`src/rtl/gtmr_pkg.sv`:
```
// Package: shared register offsets and control-bit positions for the timer.
// Assumes byte offsets fit in the register-port address width.
package gtmr_pkg;
    localparam int OFF_CNT_LO  = 'h00;
    localparam int OFF_CNT_HI  = 'h04;
    localparam int OFF_CTRL    = 'h08;
    localparam int OFF_STAT    = 'h0C;
    localparam int OFF_CMP_LO  = 'h10;
    localparam int OFF_CMP_HI  = 'h14;
    localparam int OFF_STEP    = 'h18;

    localparam int BIT_RUN     = 0;
    localparam int BIT_CMP_EN  = 1;
    localparam int BIT_IRQ_EN  = 2;
    localparam int BIT_AUTO    = 3;
    localparam int PRE_LSB     = 8;
endpackage

```
`src/rtl/gtmr_prescaler.sv`:
```
// Module: clock divider producing one tick every (div+1) clocks while run is high.
// Assumes div is held steady while running; phase returns to zero when stopped.
module gtmr_prescaler #(
    parameter int PRE_W = 8
) (
    input  logic             clk,
    input  logic             rst_n,
    input  logic             run,
    input  logic [PRE_W-1:0] div,
    output logic             tick
);
    logic [PRE_W-1:0] phase_q;

    // Tick when the phase has reached the divider value (>= tolerates a shrinking div).
    assign tick = run && (phase_q >= div);

    // Advance or restart the phase counter.
    always_ff @(posedge clk) begin
        if (!rst_n || !run || tick) begin
            phase_q <= '0;
        end else begin
            phase_q <= phase_q + 1'b1;
        end
    end
endmodule

```
`src/rtl/gtmr_counter.sv`:
```
// Module: 64-bit count split into two halves, loadable per half, incremented on tick.
// Assumes the top only raises a load strobe while counting is stopped.
module gtmr_counter #(
    parameter int HALF_W = 32
) (
    input  logic                clk,
    input  logic                rst_n,
    input  logic                tick,
    input  logic                ld_lo,
    input  logic                ld_hi,
    input  logic [HALF_W-1:0]   ld_data,
    output logic [2*HALF_W-1:0] count
);
    localparam int CNT_W = 2 * HALF_W;

    logic [CNT_W-1:0] count_q;

    // Load a half, or step the full count on a prescaler tick.
    always_ff @(posedge clk) begin
        if (!rst_n) begin
            count_q <= '0;
        end else if (ld_lo || ld_hi) begin
            if (ld_lo) count_q[HALF_W-1:0]     <= ld_data;
            if (ld_hi) count_q[CNT_W-1:HALF_W] <= ld_data;
        end else if (tick) begin
            count_q <= count_q + 1'b1;
        end
    end

    assign count = count_q;
endmodule

```
`src/rtl/gtmr_comparator.sv`:
```
// Module: 64-bit compare register with optional self-advance by a step on each hit.
// Assumes software writes to the compare halves take priority over auto-advance.
module gtmr_comparator #(
    parameter int HALF_W = 32
) (
    input  logic                clk,
    input  logic                rst_n,
    input  logic [2*HALF_W-1:0] count,
    input  logic                cmp_en,
    input  logic                auto_en,
    input  logic                wr_lo,
    input  logic                wr_hi,
    input  logic                wr_step,
    input  logic [HALF_W-1:0]   wdata,
    output logic [2*HALF_W-1:0] cmp_val,
    output logic [HALF_W-1:0]   step_val,
    output logic                hit
);
    localparam int CNT_W = 2 * HALF_W;

    logic [CNT_W-1:0]  cmp_q;
    logic [HALF_W-1:0] step_q;

    // A hit is a count at or past the compare value while enabled.
    assign hit = cmp_en && (count >= cmp_q);

    // Hold the compare value: software load first, else advance on hit.
    always_ff @(posedge clk) begin
        if (!rst_n) begin
            cmp_q <= '0;
        end else if (wr_lo || wr_hi) begin
            if (wr_lo) cmp_q[HALF_W-1:0]     <= wdata;
            if (wr_hi) cmp_q[CNT_W-1:HALF_W] <= wdata;
        end else if (hit && auto_en) begin
            cmp_q <= cmp_q + CNT_W'(step_q);
        end
    end

    // Hold the auto-advance step.
    always_ff @(posedge clk) begin
        if (!rst_n) begin
            step_q <= '0;
        end else if (wr_step) begin
            step_q <= wdata;
        end
    end

    assign cmp_val  = cmp_q;
    assign step_val = step_q;
endmodule

```
`src/rtl/gtmr_top.sv`:
```
// Module: shared 64-bit timer top: register decode, control, event flag, interrupt.
// Assumes a single-cycle write strobe and a combinational read of reg_addr.
module gtmr_top #(
    parameter int DATA_W = 32,
    parameter int ADDR_W = 5,
    parameter int PRE_W  = 8
) (
    input  logic              clk,
    input  logic              rst_n,
    input  logic              reg_wr,
    input  logic [ADDR_W-1:0] reg_addr,
    input  logic [DATA_W-1:0] reg_wdata,
    output logic [DATA_W-1:0] reg_rdata,
    output logic              irq
);
    import gtmr_pkg::*;

    localparam int CNT_W = 2 * DATA_W;

    logic              run_q, cmp_en_q, irq_en_q, auto_q, flag_q;
    logic [PRE_W-1:0]  pre_q;
    logic              tick, hit;
    logic [CNT_W-1:0]  count_q, cmp_val;
    logic [DATA_W-1:0] step_val;
    logic              sel_cnt_lo, sel_cnt_hi, sel_ctrl, sel_stat;
    logic              sel_cmp_lo, sel_cmp_hi, sel_step, clr_req;

    // Decode write strobes per register.
    always_comb begin
        sel_cnt_lo = reg_wr && (reg_addr == ADDR_W'(OFF_CNT_LO));
        sel_cnt_hi = reg_wr && (reg_addr == ADDR_W'(OFF_CNT_HI));
        sel_ctrl   = reg_wr && (reg_addr == ADDR_W'(OFF_CTRL));
        sel_stat   = reg_wr && (reg_addr == ADDR_W'(OFF_STAT));
        sel_cmp_lo = reg_wr && (reg_addr == ADDR_W'(OFF_CMP_LO));
        sel_cmp_hi = reg_wr && (reg_addr == ADDR_W'(OFF_CMP_HI));
        sel_step   = reg_wr && (reg_addr == ADDR_W'(OFF_STEP));
        clr_req    = sel_stat && reg_wdata[0];
    end

    // Hold the control fields.
    always_ff @(posedge clk) begin
        if (!rst_n) begin
            run_q    <= 1'b0;
            cmp_en_q <= 1'b0;
            irq_en_q <= 1'b0;
            auto_q   <= 1'b0;
            pre_q    <= '0;
        end else if (sel_ctrl) begin
            run_q    <= reg_wdata[BIT_RUN];
            cmp_en_q <= reg_wdata[BIT_CMP_EN];
            irq_en_q <= reg_wdata[BIT_IRQ_EN];
            auto_q   <= reg_wdata[BIT_AUTO];
            pre_q    <= reg_wdata[PRE_LSB +: PRE_W];
        end
    end

    gtmr_prescaler #(.PRE_W(PRE_W)) u_pre (
        .clk  (clk),
        .rst_n(rst_n),
        .run  (run_q),
        .div  (pre_q),
        .tick (tick)
    );

    gtmr_counter #(.HALF_W(DATA_W)) u_cnt (
        .clk    (clk),
        .rst_n  (rst_n),
        .tick   (tick),
        .ld_lo  (sel_cnt_lo && !run_q),
        .ld_hi  (sel_cnt_hi && !run_q),
        .ld_data(reg_wdata),
        .count  (count_q)
    );

    gtmr_comparator #(.HALF_W(DATA_W)) u_cmp (
        .clk     (clk),
        .rst_n   (rst_n),
        .count   (count_q),
        .cmp_en  (cmp_en_q),
        .auto_en (auto_q),
        .wr_lo   (sel_cmp_lo),
        .wr_hi   (sel_cmp_hi),
        .wr_step (sel_step),
        .wdata   (reg_wdata),
        .cmp_val (cmp_val),
        .step_val(step_val),
        .hit     (hit)
    );

    // Sticky event flag: a hit wins over a simultaneous clear.
    always_ff @(posedge clk) begin
        if (!rst_n) begin
            flag_q <= 1'b0;
        end else if (hit) begin
            flag_q <= 1'b1;
        end else if (clr_req) begin
            flag_q <= 1'b0;
        end
    end

    assign irq = flag_q && irq_en_q;

    // Read multiplexer for the register port.
    always_comb begin
        reg_rdata = '0;
        case (reg_addr)
            ADDR_W'(OFF_CNT_LO): reg_rdata = count_q[DATA_W-1:0];
            ADDR_W'(OFF_CNT_HI): reg_rdata = count_q[CNT_W-1:DATA_W];
            ADDR_W'(OFF_CTRL): begin
                reg_rdata[BIT_RUN]             = run_q;
                reg_rdata[BIT_CMP_EN]          = cmp_en_q;
                reg_rdata[BIT_IRQ_EN]          = irq_en_q;
                reg_rdata[BIT_AUTO]            = auto_q;
                reg_rdata[PRE_LSB +: PRE_W]    = pre_q;
            end
            ADDR_W'(OFF_STAT):   reg_rdata[0] = flag_q;
            ADDR_W'(OFF_CMP_LO): reg_rdata = cmp_val[DATA_W-1:0];
            ADDR_W'(OFF_CMP_HI): reg_rdata = cmp_val[CNT_W-1:DATA_W];
            ADDR_W'(OFF_STEP):   reg_rdata = step_val;
            default:             reg_rdata = '0;
        endcase
    end
endmodule

```
`config.mk`:
```
export PLATFORM = sky130hd
export DESIGN_NAME = gtmr_top
export DESIGN_NICKNAME = d
export VERILOG_FILES = /design/src/rtl/gtmr_pkg.sv /design/src/rtl/gtmr_prescaler.sv /design/src/rtl/gtmr_counter.sv /design/src/rtl/gtmr_comparator.sv /design/src/rtl/gtmr_top.sv
export SDC_FILE = /design/constraint.sdc
export NUM_CORES = 1
export LEC_CHECK = 0
export BUFFER_PORTS_ARGS = -buffer_cell sky130_fd_sc_hd__clkbuf_2
export CAP_MARGIN = 10
export CORE_AREA = 4 4 260 262
export CTS_CLUSTER_SIZE = 14
export DETAILED_ROUTE_END_ITERATION = 12
export DIE_AREA = 0 0 264 266
export HOLD_SLACK_MARGIN = 0.15
export PLACE_DENSITY_LB_ADDON = 0.1
export SLEW_MARGIN = 20
export SYNTH_ARGS = -nofsm -noshare
export SYNTH_HDL_FRONTEND = slang
export SYNTH_HIERARCHICAL = 1
export SYNTH_SLANG_ARGS = --single-unit
```
`constraint.sdc`:
```
create_clock -name clk -period 4 [get_ports clk]
set_input_delay 0.6 -clock clk [delete_from_list [all_inputs] [get_ports clk]]
set_output_delay 0.6 -clock clk [all_outputs]
set_load 0.1 [all_outputs]
```
==> results_dict.tcl <==
set metrics [dict create \
    p_comb_frac 0.160 \
    grt_max_degree 54 \
    min_period_ns 3.73 \
    fin_nets 2152 \
    status "complete, no violations" \
    n_antenna_cell 0 \
    fin_skew_ns 0.0175 \
    r2r_slack_ns 0.27 \
    dr_total_vias 16400 \
    hp-class "input port to flip-flop" \
    cp_common_cell "a21oi_1" \
    synth_fp_nets 2061 \
    synth.distinct_cells 88 \
    endpoint "u_cmp/cmp_val[26]$_SDFFE_PN0P_" \
    slew_violations 0 \
    port_buffers 72 \
    antenna_found_initial 0 \
    dieArea_um2 70200 \
    avgSynthCellArea_um2 7.81 \
    start_kind "flip-flop" \
    arrival_ns 4.11 \
    powerDensity_nw_per_um2 246 \
    synth_edf_count 0 \
    first_pass_iters 5 \
    fillers 7182 \
    syn_to_final_growth_pct 20.1 \
    crit_type "flip-flop to flip-flop" \
    die_w_um 264 \
    syn_area_um2 15000 \
    clockRootBuffer "clkbuf_16" \
    min_period_over_period 0.933 \
    layout_common_cells "dfxtp_1, nand2_1, nor2_1, buf_4, o21ai_0" \
    dp_hpwl_mm 63.5 \
    hold_viol 0 \
    cts_tree "done" \
    ctsLongestPathBuffers 2 \
    internal_power_mw 3.00 \
    dr.first_iter.drc_count 1598 \
    p_sw_frac 0.322 \
    postRouteAntennaNets 0 \
    dieHeight_um 266 \
    h-tree-depth 4 \
    timing.rr.end "u_cmp/cmp_val[26]$_SDFFE_PN0P_" \
    ios 73 \
    drv_cap 0 \
    synth_warnings 6 \
    clk_latency_ns 0.51 \
    reg2regPathDepth 11 \
    netlist_instances 1914 \
    setup_tns_ns 0 \
    rows 94 \
    wl_mm 82.1 \
    ir_drop_uv 384 \
    cts_sinks 181 \
    final_common_cell "dfxtp_1" \
    ys.flop_type "dfxtp_1" \
    slowest_delay_ns 0.49 \
    pwr-share-clk 0.412 \
    p_switching_mw 1.42 \
    place.gp.congestion 0.922 \
    required_ns 4.38 \
    critical-path-slowest-cell "o31ai_2" \
    overflow 0 \
    start_util 0.229 \
    slew_headroom 0.363 \
    rsz0062_at_grt "no" \
    endpoint_kind "flip-flop" \
    setup_viol 0 \
    power_mw 4.42 \
    ys_async_sr_fraction 0 \
    cts_setup_buffers 0 \
    worstPathMaxFanout 4 \
    synth-seq-cells 181 \
    crit_chain "ha_1, inv_1, fa_1, nand2b_1, a21oi_1, o211ai_1, and2_1, o31ai_2, mux2_2, nor4b_1, a21oi_1" \
    worstReg2RegStart "u_cmp/cmp_val[0]$_SDFFE_PN0P_" \
    crit_start "u_cmp/cmp_val[0]$_SDFFE_PN0P_" \
    final_layout_size_suffix_gt1_frac 0.142 \
    track_usage 0.228 \
    via_per_inst 5.70 \
    tightestPinTransition_ns 0.952 \
    core_um2 65400 \
    max_freq_mhz 268 \
    clk_pin_slew_ns 0.07 \
    p_leak_nw 6.73 \
    synth_sequential_area_ratio 0.242 \
    wl_per_cell_um 28.5 \
    grt_first_pass_wirelength_mm 118 \
    grt_pass1_vias 16000 \
    pwr-share-seq 0.428 \
    cts-buffers-inserted 17 \
    drc 0 \
]
## critical path: cells and delay by family, from the launching register on
kind / cells / cell delay [ns]
multiplexers: 1 / 0.39
flip-flops: 1 / 0.38
AND/OR/NAND/NOR: 3 / 0.86
AO/OA/AOI/OAI: 4 / 1.31
buffers and inverters: 1 / 0.06
adder cells (fa/ha/maj): 2 / 0.60
## layout make-up
| class | count | area, µm² | area share |
|---|---|---|---|
| Clock inverter | 13 | 148 | 0.00822 |
| Multi-Input combinational cell | 1510 | 10500 | 0.584 |
| Clock buffer | 18 | 429 | 0.0239 |
| Inverter | 100 | 375 | 0.0209 |
| Sequential cell | 181 | 3620 | 0.202 |
| Timing Repair Buffer | 195 | 1820 | 0.101 |
| Tap cell | 864 | 1080 | 0.0602 |
## logic make-up after synthesis
family	after synthesis	synth area share
buf+inv	223	0.0605
simple gates	673	0.230
mux	100	0.0686
flops	181	0.242
fa+ha+maj	107	0.0900
xor+xnor	49	0.0287
compound gates	581	0.280
## timing repair
action / 4_1_cts / 5_1_grt
gates resized for setup: 0 / 2
endpoints found under the setup margin: 0 / 2
hold buffers: 0 / 0
## sequential cells by signal, indices dropped and copies added (netlist names), 8 cells and up
name / flops
u_cmp/step_val: 32
u_cnt/count: 64
pre_q: 8
u_pre/phase_q: 8
u_cmp/cmp_val: 64
## metrics by stage
stage / cell area [µm²] / hold slack (ns) / std cells / util / worst slack (ns)
detailed placement: 17400 / 0.508 / 2850 / 0.266 / 0.189
floorplan: 15000 / 0.448 / 1914 / - / 0.410
global placement: 17400 / 0.503 / 2850 / 0.266 / 0.242
finish: 18000 / 0.497 / 2881 / 0.275 / 0.269
CTS: 17900 / 0.470 / 2881 / 0.274 / 0.151
global route: 18000 / 0.489 / 2881 / 0.275 / 0.105
## routing by layer
metal | up-vias | global-route usage | wire [µm]
li1 | 7501 | - | -
met1 | 8171 | 0.307 | 36500
met2 | 622 | 0.357 | 36400
met3 | 127 | 0.0281 | 4440
met4 | 0 | 0.125 | 4770
met5 | - | 0 | 0
## cells in the mapped netlist, drive strengths merged, types with 41 or more instances
library cell	n	area share
dfxtp	181	0.24
nand2	162	0.041
nor2	137	0.034
o21ai	113	0.038
ha	106	0.089
inv	97	0.024
a21oi	91	0.030
nand3	88	0.029
clkbuf	86	0.022
mux2i	80	0.054
nand4	64	0.027
nor3	58	0.020
a21o	41	0.021
## how the worst min path moves through the flow
stage | start | end | slack (ns) | cells past startpoint
floorplan | u_pre/phase_q[0]$_SDFF_PP0_ | u_pre/phase_q[0]$_SDFF_PP0_ | 0.45 | 1
global placement | u_cmp/cmp_val[1]$_SDFFE_PN0P_ | u_cmp/cmp_val[1]$_SDFFE_PN0P_ | 0.50 | 2
detailed placement | u_cmp/cmp_val[1]$_SDFFE_PN0P_ | u_cmp/cmp_val[1]$_SDFFE_PN0P_ | 0.51 | 2
CTS | reg_wdata[6] | u_cmp/step_val[6]$_SDFFE_PN0P_ | 0.47 | 3
global route | reg_wdata[31] | u_cmp/step_val[31]$_SDFFE_PN0P_ | 0.49 | 3
finish | reg_wdata[6] | u_cmp/step_val[6]$_SDFFE_PN0P_ | 0.50 | 3
## power groups by stage
stage	Clock, mW	Combinational, mW	Sequential [mW]
floorplan	0	0.362	1.92
global placement	0	0.696	1.94
detailed placement	0	0.695	1.93
CTS	1.88	0.699	1.89
global route	1.94	0.748	1.90
finish	1.82	0.706	1.89
(Power assumes the default switching activity.)
